### src/rtl/crtc_pkg.sv
package crtc_pkg;
  localparam int DIV_W = 4;

  // Dot-clock divider chosen by the three horizontal resolution bits
  function automatic logic [DIV_W-1:0] div_lookup(input logic [2:0] idx);
    logic [DIV_W-1:0] d;
    case (idx)
      3'd0:    d = DIV_W'(10);
      3'd1:    d = DIV_W'(8);
      3'd2:    d = DIV_W'(5);
      3'd3:    d = DIV_W'(4);
      default: d = DIV_W'(7);
    endcase
    return d;
  endfunction
endpackage

### src/rtl/crtc_rate_conv.sv
module crtc_rate_conv #(
  parameter int MUL    = 11,
  parameter int DIV    = 7,
  parameter int FRAC_W = $clog2(DIV),
  parameter int ADD_W  = 2
) (
  input  logic             clk,
  input  logic             rst_n,
  input  logic             step,
  output logic [ADD_W-1:0] add
);
  localparam int ACC_W = $clog2(MUL + DIV) + 1;

  logic [FRAC_W-1:0] frac_q, frac_d;
  logic [ACC_W-1:0]  acc;

  always_comb begin
    acc    = ACC_W'(frac_q) + ACC_W'(MUL);
    add    = ADD_W'(acc / ACC_W'(DIV));
    frac_d = frac_q;
    if (step) frac_d = FRAC_W'(acc % ACC_W'(DIV));
  end

  always_ff @(posedge clk or negedge rst_n) begin
    if (!rst_n) frac_q <= '0;
    else        frac_q <= frac_d;
  end


  frac_bound_chk: assert property (@(posedge clk) disable iff (!rst_n)
    32'(frac_q) < DIV);
endmodule

### src/rtl/crtc_counters.sv
module crtc_counters #(
  parameter int TICK_W = 12,
  parameter int LINE_W = 9,
  parameter int ADD_W  = 2
) (
  input  logic              clk,
  input  logic              rst_n,
  input  logic              step,
  input  logic [ADD_W-1:0]  add,
  input  logic [TICK_W-1:0] htot,
  input  logic [LINE_W-1:0] vtot,
  input  logic              lace,
  output logic [TICK_W-1:0] tick_q,
  output logic [LINE_W-1:0] line_q,
  output logic              field_q,
  output logic [TICK_W-1:0] tick_d,
  output logic [LINE_W-1:0] line_d
);
  localparam int SUM_W = TICK_W + 1;
  localparam int LN_W  = LINE_W + 1;

  logic [SUM_W-1:0] sum;
  logic [LN_W-1:0]  line_inc;
  logic             field_d;

  always_comb begin
    sum      = {1'b0, tick_q} + SUM_W'(add);
    line_inc = {1'b0, line_q} + LN_W'(1);
    tick_d   = tick_q;
    line_d   = line_q;
    field_d  = field_q;
    if (step) begin
      if (sum >= {1'b0, htot}) begin
        tick_d = TICK_W'(sum - {1'b0, htot});
        if (line_inc >= {1'b0, vtot}) begin
          if (lace) begin
            field_d = ~field_q;
            line_d  = field_q ? LINE_W'(1) : '0;
          end else begin
            field_d = 1'b0;
            line_d  = '0;
          end
        end else begin
          line_d = LINE_W'(line_inc);
        end
      end else begin
        tick_d = TICK_W'(sum);
      end
    end
  end

  always_ff @(posedge clk or negedge rst_n) begin
    if (!rst_n) begin
      tick_q  <= '0;
      line_q  <= '0;
      field_q <= 1'b0;
    end else begin
      tick_q  <= tick_d;
      line_q  <= line_d;
      field_q <= field_d;
    end
  end


  hold_chk: assert property (@(posedge clk) disable iff (!rst_n)
    !step |=> ($stable(tick_q) && $stable(line_q) && $stable(field_q)));

  tick_move_chk: assert property (@(posedge clk) disable iff (!rst_n)
    step |=> (tick_q != $past(tick_q)));

  field_restart_chk: assert property (@(posedge clk) disable iff (!rst_n)
    (field_q != $past(field_q)) |-> (line_q <= LINE_W'(1)));
endmodule

### src/rtl/crtc_blank.sv
module crtc_blank #(
  parameter int TICK_W = 12,
  parameter int LINE_W = 9
) (
  input  logic              clk,
  input  logic              rst_n,
  input  logic              step,
  input  logic [TICK_W-1:0] tick_d,
  input  logic [LINE_W-1:0] line_d,
  input  logic [TICK_W-1:0] hstart,
  input  logic [TICK_W-1:0] hend,
  input  logic [LINE_W-1:0] vstart,
  input  logic [LINE_W-1:0] vend,
  output logic              hblank,
  output logic              vblank,
  output logic              irq,
  output logic              htick
);
  logic hb_d, vb_d, irq_d, htick_d;

  always_comb begin
    hb_d    = hblank;
    vb_d    = vblank;
    irq_d   = 1'b0;
    htick_d = 1'b0;
    if (step) begin
      hb_d    = (tick_d < hstart) || (tick_d >= hend);
      vb_d    = (line_d < vstart) || (line_d >= vend);
      irq_d   = vb_d & ~vblank;
      htick_d = hb_d & ~hblank;
    end
  end

  always_ff @(posedge clk or negedge rst_n) begin
    if (!rst_n) begin
      hblank <= 1'b1;
      vblank <= 1'b1;
      irq    <= 1'b0;
      htick  <= 1'b0;
    end else begin
      hblank <= hb_d;
      vblank <= vb_d;
      irq    <= irq_d;
      htick  <= htick_d;
    end
  end


  irq_in_blank_chk: assert property (@(posedge clk) disable iff (!rst_n)
    irq |-> (vblank && !$past(vblank)));

  htick_edge_chk: assert property (@(posedge clk) disable iff (!rst_n)
    htick |-> (hblank && !$past(hblank)));

  irq_single_chk: assert property (@(posedge clk) disable iff (!rst_n)
    irq |=> !irq);
endmodule

### src/rtl/crtc_geom.sv
module crtc_geom
  import crtc_pkg::*;
#(
  parameter int TICK_W   = 12,
  parameter int LINE_W   = 9,
  parameter int VR_W     = 10,
  parameter int P_HTOTAL = 3406,
  parameter int P_VTOTAL = 314,
  parameter int N_HTOTAL = 3413,
  parameter int N_VTOTAL = 263
) (
  input  logic                clk,
  input  logic                rst_n,
  input  logic                pal_sel,
  input  logic                tall,
  input  logic [2:0]          hres_idx,
  input  logic [2*TICK_W-1:0] hrange,
  input  logic [2*VR_W-1:0]   vrange,
  output logic [TICK_W-1:0]   htot,
  output logic [LINE_W-1:0]   vtot,
  output logic [TICK_W-1:0]   hstart,
  output logic [TICK_W-1:0]   hend,
  output logic [LINE_W-1:0]   vstart,
  output logic [LINE_W-1:0]   vend,
  output logic [DIV_W-1:0]    dot_div,
  output logic [TICK_W-1:0]   width,
  output logic [VR_W:0]       height
);
  localparam int VW = (VR_W > LINE_W) ? VR_W : LINE_W;

  logic [TICK_W-1:0] x_lo, x_hi, diff, quot;
  logic [VR_W-1:0]   y_lo, y_hi;
  logic [VW-1:0]     vt_w, ylo_w, yhi_w;

  always_comb begin
    x_lo  = hrange[TICK_W-1:0];
    x_hi  = hrange[2*TICK_W-1:TICK_W];
    y_lo  = vrange[VR_W-1:0];
    y_hi  = vrange[2*VR_W-1:VR_W];
    htot  = pal_sel ? TICK_W'(P_HTOTAL) : TICK_W'(N_HTOTAL);
    vtot  = pal_sel ? LINE_W'(P_VTOTAL) : LINE_W'(N_VTOTAL);
    vt_w  = VW'(vtot);
    ylo_w = VW'(y_lo);
    yhi_w = VW'(y_hi);
    hstart = (x_lo < htot) ? x_lo : htot;
    hend   = (x_hi < htot) ? x_hi : htot;
    vstart = LINE_W'((ylo_w < vt_w) ? ylo_w : vt_w);
    vend   = LINE_W'((yhi_w < vt_w) ? yhi_w : vt_w);
    dot_div = div_lookup(hres_idx);
    diff    = x_hi - x_lo;
    quot    = diff / TICK_W'(dot_div);
    width   = ((x_hi <= x_lo) || (quot == '0)) ? TICK_W'(1) : quot;
    height  = (y_hi > y_lo) ? (VR_W+1)'(y_hi - y_lo) : '0;
    if (tall) height = height << 1;
  end


  width_min_chk: assert property (@(posedge clk) disable iff (!rst_n)
    width != '0);

  clamp_chk: assert property (@(posedge clk) disable iff (!rst_n)
    (hend <= htot) && (vend <= vtot));
endmodule

### src/rtl/crtc_timing_gen.sv
module crtc_timing_gen
  import crtc_pkg::*;
#(
  parameter int P_HTOTAL = 3406,
  parameter int P_VTOTAL = 314,
  parameter int N_HTOTAL = 3413,
  parameter int N_VTOTAL = 263,
  parameter int RATE_MUL = 11,
  parameter int RATE_DIV = 7,
  parameter int TICK_W   = 12,
  parameter int LINE_W   = 9,
  parameter int VR_W     = 10
) (
  input  logic                clk,
  input  logic                rst_n,
  input  logic                mclk_en,
  input  logic                pal_sel,
  input  logic                interlace_en,
  input  logic                tall_mode,
  input  logic [1:0]          hres_lo,
  input  logic                hres_hi,
  input  logic [2*TICK_W-1:0] hrange,
  input  logic [2*VR_W-1:0]   vrange,
  output logic [TICK_W-1:0]   tick_count,
  output logic [LINE_W-1:0]   line_count,
  output logic                field_odd,
  output logic                hblank,
  output logic                vblank,
  output logic                vblank_irq,
  output logic                hblank_tick,
  output logic                timer_gate,
  output logic                even_line,
  output logic [DIV_W-1:0]    dot_div,
  output logic [TICK_W-1:0]   vis_width,
  output logic [VR_W:0]       vis_height
);
  localparam int FRAC_W = $clog2(RATE_DIV);
  localparam int ADD_W  = $clog2((RATE_MUL + RATE_DIV - 1) / RATE_DIV + 1);

  logic [ADD_W-1:0]  add;
  logic [TICK_W-1:0] htot, hstart, hend, tick_d;
  logic [LINE_W-1:0] vtot, vstart, vend, line_d;
  logic              tall_lace;

  assign tall_lace = tall_mode & interlace_en;

  crtc_geom #(
    .TICK_W(TICK_W), .LINE_W(LINE_W), .VR_W(VR_W),
    .P_HTOTAL(P_HTOTAL), .P_VTOTAL(P_VTOTAL),
    .N_HTOTAL(N_HTOTAL), .N_VTOTAL(N_VTOTAL)
  ) u_geom (
    .clk(clk), .rst_n(rst_n), .pal_sel(pal_sel), .tall(tall_lace),
    .hres_idx({hres_hi, hres_lo}), .hrange(hrange), .vrange(vrange),
    .htot(htot), .vtot(vtot), .hstart(hstart), .hend(hend),
    .vstart(vstart), .vend(vend), .dot_div(dot_div),
    .width(vis_width), .height(vis_height)
  );

  crtc_rate_conv #(
    .MUL(RATE_MUL), .DIV(RATE_DIV), .FRAC_W(FRAC_W), .ADD_W(ADD_W)
  ) u_rate (
    .clk(clk), .rst_n(rst_n), .step(mclk_en), .add(add)
  );

  crtc_counters #(
    .TICK_W(TICK_W), .LINE_W(LINE_W), .ADD_W(ADD_W)
  ) u_cnt (
    .clk(clk), .rst_n(rst_n), .step(mclk_en), .add(add),
    .htot(htot), .vtot(vtot), .lace(interlace_en),
    .tick_q(tick_count), .line_q(line_count), .field_q(field_odd),
    .tick_d(tick_d), .line_d(line_d)
  );

  crtc_blank #(
    .TICK_W(TICK_W), .LINE_W(LINE_W)
  ) u_blank (
    .clk(clk), .rst_n(rst_n), .step(mclk_en),
    .tick_d(tick_d), .line_d(line_d),
    .hstart(hstart), .hend(hend), .vstart(vstart), .vend(vend),
    .hblank(hblank), .vblank(vblank), .irq(vblank_irq), .htick(hblank_tick)
  );

  assign timer_gate = vblank;
  assign even_line  = tall_lace ? ~field_odd : line_count[0];
endmodule

### config.mk
export PLATFORM = sky130hd
export DESIGN_NAME = crtc_timing_gen
export DESIGN_NICKNAME = d
export VERILOG_FILES = /design/src/rtl/crtc_pkg.sv /design/src/rtl/crtc_rate_conv.sv /design/src/rtl/crtc_counters.sv /design/src/rtl/crtc_blank.sv /design/src/rtl/crtc_geom.sv /design/src/rtl/crtc_timing_gen.sv
export SDC_FILE = /design/constraint.sdc
export NUM_CORES = 1
export LEC_CHECK = 0
export ABC_AREA = 1
export BUFFER_PORTS_ARGS = -buffer_cell sky130_fd_sc_hd__buf_2
export CAP_MARGIN = 20
export CORE_MARGIN = 4
export CORE_UTILIZATION = 51
export DETAILED_ROUTE_END_ITERATION = 16
export PLACE_DENSITY = 0.73
export SLEW_MARGIN = 20
export SYNTH_ARGS = -nofsm -noshare
export SYNTH_HDL_FRONTEND = slang
export SYNTH_SLANG_ARGS = --single-unit
### constraint.sdc
create_clock -name clk -period 36.4 [get_ports clk]
set_input_delay 7.28 -clock clk [delete_from_list [all_inputs] [get_ports clk]]
set_output_delay 7.28 -clock clk [all_outputs]
set_load 0.01 [all_outputs]
**Word-level counts from Yosys, hierarchy flattened**

Index checks and enable logic that the tools add are counted.

- Register bits after elaboration: 29
- Bits in latches: 0
- Memory bits (writable): 0
- ROM bits: 0
- Input port bits: 53
- Output and inout port bits: 55
- Logic and storage cells: 65
- Memories kept: 0

- Add/subtract/negate cells: 6
- Multiply operators: 0
- Div/mod/pow operators: 3
- $lt $le $gt $ge: 12
- Eq/ne operators: 3
- Shift-type cells: 0
- Mux-type cells: 21
- Bitwise operators: 6
- Reduce and logical (&&, ||, !) cells: 6

Operator list:

| kind | count |
|---|---|
| two-way mux 12 bit | 5 |
| two-way mux 9 bit | 6 |
| less-than comparator 12 bit | 3 |
| subtractor 12 bit | 2 |
| two-way mux 11 bit | 2 |
| less-than comparator 10 x 9 -> 1 bit | 2 |
| case mux 4 bit (4 select lines) | 1 |
| adder 12 x 2 -> 13 bit | 1 |
| greater-or-equal comparator 13 x 12 -> 1 bit | 1 |
| divider 12 x 4 -> 12 bit | 1 |
| greater-or-equal comparator 12 bit | 1 |
| <= comparator 12 bit | 1 |
| zero test 12 bit | 1 |
| subtractor 10 x 10 -> 11 bit | 1 |
| adder 9 x 1 -> 10 bit (second input constant) | 1 |
| greater-or-equal comparator 10 x 9 -> 1 bit | 1 |
| greater-than comparator 10 bit | 1 |
| greater-or-equal comparator 9 bit | 1 |
| less-than comparator 9 bit | 1 |
| divider 6 x 3 -> 6 bit (second input constant) | 1 |
| == test 3 x 2 -> 1 bit (second input constant) | 2 |
| modulo 6 x 3 -> 6 bit (second input constant) | 1 |
| two-way mux 6 bit | 1 |
| adder 3 x 4 -> 5 bit (second input constant) | 1 |
| 8 further kinds | 18 |

**Depth between registers and ports, before layout**

Gate-level depths: netlist of the first run.

- Depth after elaboration: 10
- Mapped depth: 118

**Modules after synthesis**

From an unflattened synthesis of the first run, not the netlist that was laid out.

- Cell total of the unflattened synthesis: 1585
- Area total of the unflattened synthesis: 9409.0 um2

Modules (own cells, without submodules):

| module | instances | cells an instance | area an instance (um2) | seq. area each (um2) |
|---|---|---|---|---|
| crtc_geom | 1 | 896 | 4968.5 | 0.0 |
| crtc_counters | 1 | 401 | 2593.7 | 550.5 |
| crtc_blank | 1 | 199 | 1266.2 | 102.6 |
| crtc_rate_conv | 1 | 82 | 549.3 | 75.1 |
| crtc_timing_gen | 1 | 7 | 31.3 | 0.0 |

**Worst setup path after synthesis of the first run**

No wires, ideal clock.

- Path kind: input port to output port
- Start: in hrange[12]
- End: out vis_width[1]
- Arrival time: 21.153 ns
- Required time: 29.120 ns
- Path slack: 7.967 ns
- Stages on the path: 111
- Path buffers: 3
- Cell sequence: inv_1 > ha_1 > fa_1 > nand3b_1 > nand4_1 > nand2_1 > ha_1 > inv_1 > o21bai_2 > nand2_1 > nand2_1 > nand2_1 > buf_6 > or2_1 > nand2_1 > ha_1 > inv_2 > o21bai_2 > (+75 left out) > ha_1 > a21oi_1 > o21ai_0 > nor2_1 > nand3_4 > clkinv_2 > nand2_4 > nor2_2 > nand2_1 > o21ai_0 > ha_1 > a21boi_0 > o21ai_0 > nand2_1 > a21oi_1 > nand3_2 > nand2_4 > nor2_1

- Word-level cells in the longest chain between the ends: 5
- Elaborated cells between the ends (all ways): 6
- Classes of those cells: add/sub: 1; div: 1; order compare: 1; mux: 1; reduce/logical: 2

RTL lines:

| element | RTL line | source |
|---|---|---|
| start: declaration | crtc_timing_gen.sv:22 | `input logic [2*TICK_W-1:0] hrange,` |
| subtractor 12 bit | crtc_geom.sv:50 | `diff = x_hi - x_lo;` |
| divider 12 x 4 -> 12 bit | crtc_geom.sv:51 | `quot = diff / TICK_W'(dot_div);` |
| zero test 12 bit | crtc_geom.sv:52 | `width = ((x_hi <= x_lo) \|\| (quot == '0)) ? TICK_W'(1) : quot;` |
| logical OR 1 bit | crtc_geom.sv:52 |  |
| two-way mux 12 bit * | crtc_geom.sv:52 |  |
| end: declaration | crtc_timing_gen.sv:34 | `output logic [TICK_W-1:0] vis_width,` |

Every way passes the cells marked *; elsewhere a longest branch is shown, timed or not.

**Final worst setup path of the first run**

- Start: in hrange[9]
- End: out vis_width[8]

Same word-level chain as after synthesis.

==> key figures, run 1 <==
Clock network
  – CTS tree: built
  – CTS sink cnt: 29
  – CTS max path bufs: 2
  – Setup Fix Bufs, Post-CTS: 0
  – CTS clock-pin slew for the worst setup and hold paths: about 0.05 ns
  – CTS root buffer: clkbuf_16
  – Clock Latency Late Sink: ~0.28 ns
  – Hold buffers post-CTS: 0
  – CTS-repair resized insts: 0
  – CTS buffer count: 5
  – H-tree levels: 2

Placed design
  – GPL Wtd Cong: 0.929
  – PortBufs: 105
  – Post-DP HPWL: 17.5 mm
  – Dpl ws: 5.86 ns

STA
  – Number of hold violations in the final report: 0
  – Setup violators final: 0
  – Skew final: 0.00918 ns
  – Final setup TNS: 0 ns
  – Smallest hold slack: 0.479 ns
  – Fin worst setup slack: a little under 6 ns
  – Unrepaired setup endpoints after global routing: false
  – Final slew viol count: 0
  – Final min period: 30.61 ns
  – Max_slew headroom: 37.1%
  – Period utilization: 84.1%
  – Measured slew at the worst slew-check pin: roughly 0.94 ns
  – Max frequency: 0.0327 GHz

Logic synthesis
  – Syn. warnings: 0
  – Syn_area_per_cell: about 6.3 um2
  – Synth top area share: 22.0%
  – Count leader, synth: nand2_1
  – Post-synth cell types: 61
  – Largest cells by area after synthesis: ha_1, nand2_1, inv_1
  – Post-synth EDFFs: 0
  – Synth area leader: ha_1
  – Cell Area, Synth: a little under 8000 um2
  – Asr flop ratio synth: 100%
  – Mapped Cells: 1244
  – Synth top cells by count: nand2_1, inv_1, ha_1, nor2_1, o21ai_0
  – Synth Register Bits: 29
  – Top_reg_cell synth: dfrtp_1
  – Sequential fraction of the synthesis area: 9.34%

Route
  – Final WL: 20.5 mm
  – Drt initial violations: 509
  – Via-to-Cell Ratio: 5.27
  – Drt drc: 0
  – WL/cell: 13.4 um
  – Post-route ant nets: 0
  – Vias: between 8000 and 9000
  – Pre-antenna DRT Iters: 5

Setup path
  – R2R cell count: 42
  – Crit path max fanout: 12
  – Worst R2R End: u_blank.irq
  – Critical path's most frequent cell: nand2_1
  – Crit path kind: primary input to primary output
  – Crit. End Element: primary output
  – Slowest CP cell: a21oi_2
  – R2R setup slack: roughly 28 ns
  – Critical Path RT: 29.12 ns
  – Max incr delay on CP: 0.42 ns
  – Crit path from: hrange[9]
  – Critical path data arrival time: 23.33 ns
  – Reg2Reg Launch Point: u_rate.frac_q[0]
  – CP Launch Type: primary input
  – Worst Setup EP: vis_width[8]

Global routing
  – First-pass GRT wire length: between 30 and 40 mm
  – Initial antenna violation count: 0
  – Largest net degree at the start of global routing: 30
  – Total grt overflow: 0
  – Vias in the first global route: 7618
  – Total track usage: 23.2%

Flow run
  – Max-cap viol count: 0

Worst hold path
  – Tightest Hold Check Type: register to register

Layout
  – Filler instances: 1511
  – Share of cells above drive strength 1: 14.6%
  – Reg area: 728 um2
  – Layout area overhead: 10.6%
  – Fin nets: 1540
  – Multi-input gate area: 6140 um2
  – Diodes inserted: 0

Floorplanning
  – Boundary Pins: 108
  – Die H: 132 um
  – Core Area: 14800 um2
  – Die W: 132 um
  – Die Area: 17300 um2
  – Initial core utilization: 52.8%
  – Row count: 44

Run status
  – Outcome: completed
[layer usage]
layer,track usage (%),part of all wire (%)
met4,4.84,1.8
met1,32.3,49
met2,39.0,44
met3,2.45,4.6
met5,0,0
[worst min-delay path by stage]
stage | from | end | slack [ns] | depth (start not counted)
final | u_blank.hblank | u_blank.hblank | 0.48 | 2
after global routing | u_blank.hblank | u_blank.hblank | 0.49 | 2
after floorplan | u_blank.hblank | u_blank.hblank | 0.48 | 2
after CTS | u_blank.hblank | u_blank.hblank | 0.48 | 2
after global placement | u_blank.hblank | u_blank.hblank | 0.47 | 2
after detailed placement | u_blank.hblank | u_blank.hblank | 0.47 | 2
[cell usage in the layout, fill, tap and decap left out, drive strengths merged, types with 2 or more instances in the layout]
master     n
nand2    307
inv      221
ha       137
nor2     120
buf      107
o21ai     94
nand3     82
a21oi     70
xor2      43
dfrtp     27
nand4     20
nor3      15
xnor2     11
o21bai    11
or2       11
o211ai     7
clkbuf     6
clkinv     5
o21a       4
a21o       4
a21boi     4
fa         4
nand3b     3
o22ai      3
o2111ai    3
o31ai      3
nor4       2
nor3b      2
a31oi      2
a211oi     2
conb       2
dfstp      2
[critical path: cells and delay by family]
family	cells	cell delay [ns]
AO/OA/AOI/OAI	29	4.61
buffers and inverters	22	1.95
AND/OR/NAND/NOR	51	6.18
adder cells (fa/ha/maj)	11	3.30
[final cells by class]
class	count	share of cell area (%)
inverter	225	9.82
timing repair buffer	107	6.27
tap	184	2.67
clock inverter	1	0.0580
multi-input combinational	978	71.2
sequential	29	8.45
clock buffer	6	1.49
[cells by family (layout without fill, tap and decap cells)]
kind of cell	count (synthesis)	count (layout)	share of synthesized area (%)
AND/OR/NAND/NOR	564	564	33.4
adder cells (fa/ha/maj)	141	141	23.0
buffers and inverters	238	339	11.9
XOR/XNOR	54	54	6.07
flip-flops	29	29	9.34
other	1	2	0.0481
AO/OA/AOI/OAI	216	216	16.0
multiplexers	1	1	0.128
[state kept, by name, summed over array words and instances, names as in the netlist]
signal / flops
u_rate.frac_q: 3
u_cnt.field_q: 1
u_cnt.tick_q: 12
u_cnt.line_q: 9
u_blank.vblank: 1
u_blank.irq: 1
u_blank.hblank: 1
u_blank.htick: 1
[through the flow]
stage / cell area, um2 / utilization, % / cells
detailed placement: 8490 / 57.5 / 1523
floorplan: 7800 / - / 1245
finish: 8620 / 58.4 / 1530
CTS: 8620 / 58.4 / 1530
global route: 8620 / 58.4 / 1530
global placement: 8490 / 57.5 / 1523
Power of run 1 is not shown: default switching activity piles up to over one toggle a cycle in this logic, so the estimate is an artifact.
==> run 2: changes to the inputs <==
- clock period: 36.4 -> 29 ns (I/O delays scaled with it)
==> run 2 against run 1 <==
  * Worst hold slack gained 0.0034 ns
  * Clock-buffer cell count is the same
  * Non-clock buffer count grew 2
  * First-iteration DRC count grew 8.8%
  * Via count grew 0.30%
  * Largest cell class unchanged
==> key figures, run 2 (synthesized netlist as in run 1, its figures left out) <==
Setup path
  – Critical Path RT: 23.20 ns
  – Critical path data arrival time: 21.27 ns
  – Critical path's most frequent cell: nand2_1
  – Slowest CP cell: ha_1
  – Crit. End Element: primary output
  – Crit path max fanout: 11
  – CP Launch Type: primary input
  – Max incr delay on CP: around 0.35 ns
  – Crit path kind: primary input to primary output

Route
  – WL/cell: between 10 and 15 um
  – Drt initial violations: 554
  – Final WL: 20.4 mm
  – Vias: 8083
  – Via-to-Cell Ratio: 5.28
  – Pre-antenna DRT Iters: 5
  – Post-route ant nets: 0
  – Drt drc: 0

Clock network
  – CTS sink cnt: 29
  – Clock Latency Late Sink: between 0.2 and 0.3 ns
  – CTS clock-pin slew for the worst setup and hold paths: 0.05 ns
  – CTS buffer count: 5
  – CTS root buffer: clkbuf_16
  – CTS max path bufs: 2
  – CTS tree: built
  – H-tree levels: 2

Flow run
  – Max-cap viol count: 0

Floorplanning
  – Row count: between 40 and 50
  – Core Area: 14800 um2
  – Die W: 132 um
  – Die Area: 17300 um2
  – Die H: 132 um
  – Boundary Pins: 108
  – Initial core utilization: 52.8%

Global routing
  – Largest net degree at the start of global routing: 30
  – First-pass GRT wire length: around 35 mm
  – Total grt overflow: 0
  – Total track usage: 23.1%
  – Initial antenna violation count: 0
  – Vias in the first global route: 7489

STA
  – Measured slew at the worst slew-check pin: 0.917 ns
  – Unrepaired setup endpoints after global routing: false
  – Final setup TNS: 0 ns
  – Max frequency: roughly 0.037 GHz
  – Setup violators final: 0
  – Number of hold violations in the final report: 0
  – Final slew viol count: 0
  – Period utilization: 93.3%
  – Skew final: approximately 0.012 ns
  – Final min period: 27.07 ns
  – Max_slew headroom: 38.7%

Layout
  – Largest register FFs: 12
  – Diodes inserted: 0
  – Layout area overhead: 11.0%
  – Most frequent cells in the layout: nand2_1, inv_1, ha_1
  – Largest regs: u_cnt.tick_q: 12 flops, u_cnt.line_q: 9 flops, u_rate.frac_q: 3 flops
  – Final std cells w/o fill: 1532
  – Fin nets: 1542
  – Largest register by flop count: u_cnt.tick_q
  – Share of cells above drive strength 1: 14.8%
  – Commonest non-fill, non-tap cell in the layout: nand2_1
  – Filler instances: 1448

Placed design
  – Post-DP HPWL: 17.3 mm
  – PortBufs: around 110
  – GPL Wtd Cong: 0.929
  – Dpl cells: 1523

Run status
  – Outcome: completed

Worst hold path
  – Tightest Hold Check Type: register to register
==> run 2: repair_timing <==
item / in CTS / in global routing
setup buffers: 0 / 2
hold buffers: 0 / 0
setup endpoints to repair: 0 / 10
hold endpoints to repair: 0 / 0
gates resized for setup: 0 / 4
==> run 2: area by class of cell <==
class                      instances  area (um2)  area share (%)
clock buffer                       6         129            1.49
clock inverter                     1        5.00          0.0578
inverter                         225         847            9.79
multi-input combinational        978        6160            71.2
sequential                        29         728            8.41
tap                              184         230            2.66
timing repair buffer             109         556            6.42
==> run 2: worst paths after layout <==
path / from / end / slack (ns) / depth (start not counted)
setup / recovery: hrange[5] / vis_width[9] / 1.93 / 114
hold / removal: u_blank.hblank / u_blank.hblank / 0.48 / 2
setup reg to reg: u_rate.frac_q[0] / u_blank.irq / 20.54 / 42
hold reg to reg: u_blank.hblank / u_blank.hblank / 0.48 / 2
max in group asynchronous: rst_n / u_cnt.line_q[1] / 23.01 / 1
min in group asynchronous: rst_n / u_cnt.field_q / 5.56 / 1
==> run 2: worst max-delay path, delay by kind of cell <==
| kind | cells | cell delay [ns] |
|---|---|---|
| AO/OA/AOI/OAI | 29 | 4.26 |
| adder cells (fa/ha/maj) | 11 | 3.25 |
| buffers and inverters | 21 | 1.88 |
| AND/OR/NAND/NOR | 53 | 6.02 |
==> run 2: through the flow <==
stage | setup WS [ns] | area [um2] | hold slack (ns) | util, %
2_1_floorplan | 3.53 | 7800 | 0.480 | -
3_3_place_gp | 1.99 | 8490 | 0.466 | 57.5
3_5_place_dp | 1.43 | 8490 | 0.473 | 57.5
4_1_cts | 1.39 | 8620 | 0.482 | 58.4
5_1_grt | 0.0525 | 8660 | 0.496 | 58.7
6_report | 1.93 | 8660 | 0.482 | 58.7
==> run 2: routing by layer <==
layer,track usage [%],share of wire [%]
met1,32.8,49
met2,38.2,44
met3,2.26,5.5
met4,4.73,1.9
met5,0,0
Power of run 2 is left out for the same reason.
